===== config.mk =====
export PLATFORM = sky130hd
export DESIGN_NAME = bbp_blade_product
export DESIGN_NICKNAME = d
export VERILOG_FILES = /design/src/rtl/bbp_pkg.sv /design/src/rtl/bbp_swap_parity.sv /design/src/rtl/bbp_metric_parity.sv /design/src/rtl/bbp_coef_scale.sv /design/src/rtl/bbp_sig_reg.sv /design/src/rtl/bbp_blade_product.sv
export SDC_FILE = /design/constraint.sdc
export NUM_CORES = 2
export LEC_CHECK = 0
export ABC_AREA = 1
export BUFFER_PORTS_ARGS = -buffer_cell sky130_fd_sc_hd__buf_2
export CAP_MARGIN = 40
export CORE_MARGIN = 3
export CORE_UTILIZATION = 60
export DETAILED_ROUTE_END_ITERATION = 16
export HOLD_SLACK_MARGIN = 0.03
export PLACE_DENSITY = 0.83
export SKIP_LAST_GASP = 1
export SYNTH_ARGS = -nofsm -noshare
export SYNTH_HDL_FRONTEND = slang
export SYNTH_SLANG_ARGS = --single-unit
export TNS_END_PERCENT = 30

===== constraint.sdc =====
create_clock -name clk -period 2.45 [get_ports clk]
set_input_delay 0.245 -clock clk [delete_from_list [all_inputs] [get_ports clk]]
set_output_delay 0.245 -clock clk [all_outputs]
set_load 0.01 [all_outputs]

===== src/rtl/bbp_pkg.sv =====
package bbp_pkg;
    localparam int BLADE_W = 8;
    localparam int MAX_DIM = 8;
    typedef logic [BLADE_W-1:0] blade_t;

    function automatic blade_t dim_mask(input int dim);
        dim_mask = BLADE_W'((1 << dim) - 1);
    endfunction
endpackage


===== src/rtl/bbp_swap_parity.sv =====
module bbp_swap_parity #(
    parameter int N = 8
) (
    input  logic [N-1:0] blade_a,
    input  logic [N-1:0] blade_b,
    output logic         odd
);
    // sfx[k] = parity of blade_a[N-1:k]; sfx[N] = 0
    logic [N:0]   sfx;
    logic [N-1:0] term;

    assign sfx[N] = 1'b0;

    genvar k;
    generate
        for (k = N - 1; k >= 0; k--) begin : g_chain
            assign sfx[k]  = sfx[k+1] ^ blade_a[k];
            // vectors of A above position k that must hop over b_k
            assign term[k] = blade_b[k] & sfx[k+1];
        end
    endgenerate

    assign odd = ^term;
endmodule


===== src/rtl/bbp_metric_parity.sv =====
module bbp_metric_parity #(
    parameter int N = 8
) (
    input  logic [N-1:0] blade_a,
    input  logic [N-1:0] blade_b,
    input  logic [N-1:0] sig,
    output logic         odd
);
    logic [N-1:0] hit;

    genvar k;
    generate
        for (k = 0; k < N; k++) begin : g_hit
            assign hit[k] = blade_a[k] & blade_b[k] & sig[k];
        end
    endgenerate

    assign odd = ^hit;
endmodule


===== src/rtl/bbp_coef_scale.sv =====
module bbp_coef_scale #(
    parameter int W    = 32,
    parameter int FRAC = 16
) (
    input  logic [W-1:0] coef_a,
    input  logic [W-1:0] coef_b,
    input  logic         negate,
    output logic [W-1:0] coef_out
);
    localparam int PW = 2 * W;

    logic signed [PW-1:0] full;
    logic        [W-1:0]  trunc;

    assign full     = PW'($signed(coef_a)) * PW'($signed(coef_b));
    assign trunc    = W'(full >>> FRAC);
    assign coef_out = negate ? (~trunc + W'(1)) : trunc;
endmodule


===== src/rtl/bbp_sig_reg.sv =====
module bbp_sig_reg #(
    parameter int N = 8
) (
    input  logic         clk,
    input  logic         rst_n,
    input  logic         wr_en,
    input  logic [N-1:0] wr_data,
    output logic [N-1:0] sig_q
);
    always_ff @(posedge clk or negedge rst_n) begin
        if (!rst_n) begin
            sig_q <= '0;
        end else if (wr_en) begin
            sig_q <= wr_data;
        end
    end
endmodule


===== src/rtl/bbp_blade_product.sv =====
module bbp_blade_product #(
    parameter int DIM    = 8,
    parameter int COEF_W = 32,
    parameter int FRAC   = 16
) (
    input  logic                      clk,
    input  logic                      rst_n,
    input  logic                      in_valid,
    input  logic [bbp_pkg::BLADE_W-1:0] in_blade_a,
    input  logic [COEF_W-1:0]         in_coef_a,
    input  logic [bbp_pkg::BLADE_W-1:0] in_blade_b,
    input  logic [COEF_W-1:0]         in_coef_b,
    input  logic                      sig_wr_en,
    input  logic [DIM-1:0]            sig_wr_data,
    output logic                      out_valid,
    output logic [bbp_pkg::BLADE_W-1:0] out_blade,
    output logic [COEF_W-1:0]         out_coef,
    output logic                      out_blade_neg,
    output logic                      out_sign
);
    import bbp_pkg::*;

    localparam blade_t DMASK = dim_mask(DIM);

    blade_t              a_m;
    blade_t              b_m;
    logic [DIM-1:0]      sig_q;
    logic                swap_odd;
    logic                metric_odd;
    logic                neg_c;
    logic [COEF_W-1:0]   coef_c;
    logic                sign_c;

    assign a_m = in_blade_a & DMASK;
    assign b_m = in_blade_b & DMASK;

    bbp_sig_reg #(.N(DIM)) u_sig (
        .clk     (clk),
        .rst_n   (rst_n),
        .wr_en   (sig_wr_en),
        .wr_data (sig_wr_data),
        .sig_q   (sig_q)
    );

    bbp_swap_parity #(.N(DIM)) u_swap (
        .blade_a (a_m[DIM-1:0]),
        .blade_b (b_m[DIM-1:0]),
        .odd     (swap_odd)
    );

    bbp_metric_parity #(.N(DIM)) u_metric (
        .blade_a (a_m[DIM-1:0]),
        .blade_b (b_m[DIM-1:0]),
        .sig     (sig_q),
        .odd     (metric_odd)
    );

    assign neg_c = swap_odd ^ metric_odd;

    bbp_coef_scale #(.W(COEF_W), .FRAC(FRAC)) u_scale (
        .coef_a   (in_coef_a),
        .coef_b   (in_coef_b),
        .negate   (neg_c),
        .coef_out (coef_c)
    );

    assign sign_c = neg_c ^ in_coef_a[COEF_W-1] ^ in_coef_b[COEF_W-1];

    always_ff @(posedge clk or negedge rst_n) begin
        if (!rst_n) begin
            out_valid <= 1'b0;
        end else begin
            out_valid <= in_valid;
        end
    end

    always_ff @(posedge clk or negedge rst_n) begin
        if (!rst_n) begin
            out_blade     <= '0;
            out_coef      <= '0;
            out_blade_neg <= 1'b0;
            out_sign      <= 1'b0;
        end else if (in_valid) begin
            out_blade     <= a_m ^ b_m;
            out_coef      <= coef_c;
            out_blade_neg <= neg_c;
            out_sign      <= sign_c;
        end
    end
endmodule


### Word-level counts from Yosys, hierarchy flattened

Cells that the tools add are included.

* input port bits: 92
* bits in registers: 51
* output and inout port bits: 43

* reductions and logical operators: 2
* multipliers: 1
* add/sub/neg operators: 1
* multiplexer cells: 1
* bitwise logic cells: 34

Operators with widths (number)
* 32-bit by 32-bit multiplier with 48-bit output: 1
* 32-bit by 1-bit adder with 32-bit output (second input constant): 1
* 32-bit two-way mux: 1
* 32-bit inverter: 1
* 1-bit AND: 23
* 8-bit parity: 2
* 1-bit XOR: 9
* 8-bit XOR: 1

### Longest topological paths before layout

* depth after elaboration: 11
* depth in mapped cells: 40
* gate-level depth less buffers: 39

### Modules after synthesis

A second synthesis with hierarchy kept.

* cells, all modules: 4636
* area total of the unflattened synthesis: 34578.2 um^2

Modules (own cells, without submodules)
* bbp_coef_scale: area an instance 31871.8 um^2, instances 1, cells each 4282, seq. area each 0.0 um^2
* bbp_blade_product: area an instance 1801.7 um^2, instances 1, cells each 194, seq. area each 1076.0 um^2
* bbp_metric_parity: area an instance 314.1 um^2, instances 1, cells each 70, seq. area each 0.0 um^2
* bbp_sig_reg: area an instance 305.3 um^2, instances 1, cells each 34, seq. area each 200.2 um^2
* bbp_swap_parity: area an instance 285.3 um^2, instances 1, cells each 56, seq. area each 0.0 um^2

### Worst setup path before layout

Ideal clock, no wire load.

* kind: in2reg
* from: input port in_coef_a[31]
* to: register out_coef[29]
* required time: 2.333 ns
* buffers on the path: 2
* path slack: -4.552 ns
* stages on the path: 32
* arrival time: 6.885 ns
* library setup time: 0.117 ns
* cells stage by stage: buf_2 > buf_1 > nand2_1 > inv_1 > fa_1 > fa_1 > fa_1 > inv_1 > fa_1 > inv_1 > fa_1 > fa_1 > fa_1 > fa_1 > ha_1 > inv_1 > o21ai_0 > nand2_1 > nand2_1 > a21oi_1 > a21boi_0 > nand3_1 > nand2_1 > nand2_1 > nor2_1 > nand3_1 > nor2_1 > nand3_1 > nand2_1 > nand2_1 > nand3_1 > nand2_1

* cells in the longest elaborated chain, start to end: 4

RTL lines
* from (decl): RTL line bbp_blade_product.sv:10 `input logic [COEF_W-1:0] in_coef_a,`
* 32-bit by 32-bit multiplier with 48-bit output (*): RTL line bbp_coef_scale.sv:15 `assign full = PW'($signed(coef_a)) * PW'($signed(coef_b));`
* 32-bit inverter: RTL line bbp_coef_scale.sv:17 `assign coef_out = negate ? (~trunc + W'(1)) : trunc;`
* 32-bit by 1-bit adder with 32-bit output: RTL line bbp_coef_scale.sv:17
* 32-bit two-way mux (*): RTL line bbp_coef_scale.sv:17
* to (signal assigned): RTL line bbp_blade_product.sv:85 `out_coef <= coef_c;`
* to (decl): RTL line bbp_blade_product.sv:17 `output logic [COEF_W-1:0] out_coef,`

Mark *: on every way between the ends. The rest lies on a longest branch, timed or not.
A chain may end at the register's enable or synchronous reset.

### Worst setup path in the final report

* from: input port in_coef_b[4]
* to: register out_coef[29]

* cells in the longest elaborated chain, start to end: 4

RTL lines
* from (decl): RTL line bbp_blade_product.sv:12 `input logic [COEF_W-1:0] in_coef_b,`
* 32-bit by 32-bit multiplier with 48-bit output (*): RTL line bbp_coef_scale.sv:15
* 32-bit inverter: RTL line bbp_coef_scale.sv:17
* 32-bit by 1-bit adder with 32-bit output: RTL line bbp_coef_scale.sv:17
* 32-bit two-way mux (*): RTL line bbp_coef_scale.sv:17

Marks and branches as above.

==> flow_summary.toml <==
[run_status]
violations = "negative setup slack"
status = "complete, but fails checks"

[synthesis]
ys_seq_area_frac = 0.0378
synth_top_cell_by_area = "fa_1"
synth_compound_area_frac = 0.0200
ys.flop_type = "dfrtp_1"
synthXorXnorAreaFrac = 0.0173
synthMuxAreaShare = 0.00267
synth_top_area_share = 0.497
synth_area_sq_um = 33700
ys_top_cells_by_area = "fa_1, nand2_1, inv_1"
yosysMostFrequentCell = "nand2_1"
yosys.area_share.adder = 0.561
synth_cells = 4416
ys_warn_count = 0
synth_top_family_by_area = "adder cells"
synth.top_cells.by_count = "nand2_1, inv_1, fa_1"
async_flop_share = 1.00
synthSimpleGateAreaFrac = 0.191
synth-seq-cells = 51
synth.distinct_cells = 39
synth_edf_count = 0
synth.net_count = 5518
syn_avg_cell_area_sq_um = 7.64

[die]
die_area_sq_um = 59100
die_w_microns = 243
initial_core_util = 0.609
pin_count = 135
std_cell_rows = 86
core_sq_um = 55400
die_h_microns = 243

[placement]
dp_hpwl_mm = 83.8
pre_cts_slack_ns = -5.47
portBuffers = 134
routabilityCongestion = 0.967
placed_cell_area_sq_um = 39000

[run]
drv_cap = 0

[layout]
final.fill_count = 3152
seqCellArea_sq_um = 1280
final_nets = 6038
synthToLayoutAreaGrowth_pct = 25.6
postLayoutCoreUtil = 0.765
drive_gt1_frac = 0.234
final_area_sq_um = 42400
multiInputGateArea_sq_um = 28700

[route]
wl_per_cell_microns = 22.3
drc = 0
drtPass1Iterations = 12
met2_length_mm = 56.6
via_count = 33300
drt-total-wl_mm = 127
first_iter_violations = 4311
viasPerCell = 5.85
wl_met3_mm = 17.6
route.antenna.remaining_nets = 0
drt-met1-wl_mm = 37.3
top_layer_used = "met5"

[timing]
fin_ws_ns = -5.47
tightestPinTransition_ns = 0.723
rsz0062_at_grt = "yes"
relSlewSlack = 0.518
maxSlewViolCount = 0
finalSetupViolations = 32
timing.fmax_mhz = 126
report.final.hold_viol_count = 0
fin_setup_tns_ns = -161.05
finalCritPeriodShare = 3.23
fin_skew_ns = 0.00773
fin_crit_ns = 7.92

[worst_hold_path]
hold_path_class = "in2reg"

[critical_path]
cp.buffers_inverters = 9
critPathCaptureType = "flip-flop"
worst_ep_required_time_ns = 2.63
cp.arrival_ns = 8.10
crit_family = "adder cells"
criticalPathCategory = "in2reg"
cp_slowest_stage_delay_ns = 0.85
start_kind = "input pin"
crit_top_cell = "nand2_1"
cp_max_fo = 7
worst_path_max_delay_cell = "fa_1"

[clocking]
tritoncts = "done"
cts.reportedPaths.clkPinSlew_ns = 0.07
htreeDepth = 2
clockBufferDepth = 2
clock_latency_ns = 0.30
numCtsBuffers = 5
root_buffer = "clkbuf_16"
cts.sinks = 51

[global_routing]
grtUsageTotal = 0.360
grt_max_degree = 39
antenna_found_initial = 2
grt_pass1_vias = 34000
grt_pass1_wl_mm = 168
grt_overflow_total = 0
## cells by family (layout without fill, tap and decap cells)
group | count (synthesis) | in the layout
adder cells (fa/ha/maj) | 1010 | 1010
buffers and inverters | 1522 | 2043
other | 0 | 4
AO/OA/AOI/OAI | 124 | 124
XOR/XNOR | 65 | 65
AND/OR/NAND/NOR | 1636 | 1636
multiplexers | 8 | 8
flip-flops | 51 | 51
## layer usage
| layer | vias up | track usage |
|---|---|---|
| li1 | 13300 | - |
| met1 | 15700 | 0.409 |
| met2 | 2960 | 0.610 |
| met3 | 1303 | 0.0627 |
| met4 | 2 | 0.270 |
| met5 | - | 0 |
## metrics by stage
| stage | instances | hold slack, ns |
|---|---|---|
| floorplan | 4416 | -0.0506 |
| global placement | 5592 | 0.203 |
| detailed placement | 5592 | 0.203 |
| CTS | 5624 | 0.179 |
| global route | 5686 | 0.185 |
| finish | 5689 | 0.182 |
## sequential cells by signal, summed over array words and instances, names as in the netlist
name / count
out_coef: 32
u_sig.sig_q: 8
out_blade_neg: 1
out_blade: 8
out_valid: 1
out_sign: 1
## layout make-up
class,count,share of cell area
Clock inverter,2,0.000827
Clock buffer,6,0.00328
Multi-Input combinational cell,2843,0.677
Inverter,1333,0.118
Antenna cell,4,0.000236
Timing Repair Buffer,702,0.148
Sequential cell,51,0.0301
Tap cell,748,0.0221
## repair_timing
action,4_1_cts,5_1_grt
buffers inserted,23,51
cloned,0,10
gates resized for setup,245,426
hold buffers,1,0
endpoints found under the setup margin,32,33
pin swaps,61,241
endpoints found under the hold margin,19,0
## final timing paths
check                                from  slack [ns]  cells past startpoint        endpoint
setup / recovery             in_coef_b[4]       -5.47                     35    out_coef[29]
hold / removal             sig_wr_data[5]        0.18                      2  u_sig.sig_q[5]
setup reg to reg           u_sig.sig_q[1]        0.02                     19    out_coef[26]
hold reg to reg              out_blade[2]        0.47                      2    out_blade[2]
max in group asynchronous           rst_n        1.25                      3    out_blade[3]
min in group asynchronous           rst_n        0.43                      2     out_coef[4]
## placed cells by master, fill, tap and decap left out, types with 20 or more instances in the layout
cell type and n:
fa_1 780, buf_4 473, ha_4 39, inv_2 36
nand2_2 99, nand3_2 20, dfrtp_1 51, buf_2 90
buf_6 54, inv_1 1293, nand3_1 78, a21oi_2 28
nand4_1 24, nor2_2 32, o21ai_1 20, ha_1 133
nor2_4 44, fa_2 58, buf_12 50, nor2_1 57
xnor2_1 28, nand2_1 1236, xor2_1 35, buf_8 22
Power is left out: the tool's default activity adds up to more than one toggle a clock period on the data nets, which glitch-free logic cannot reach.
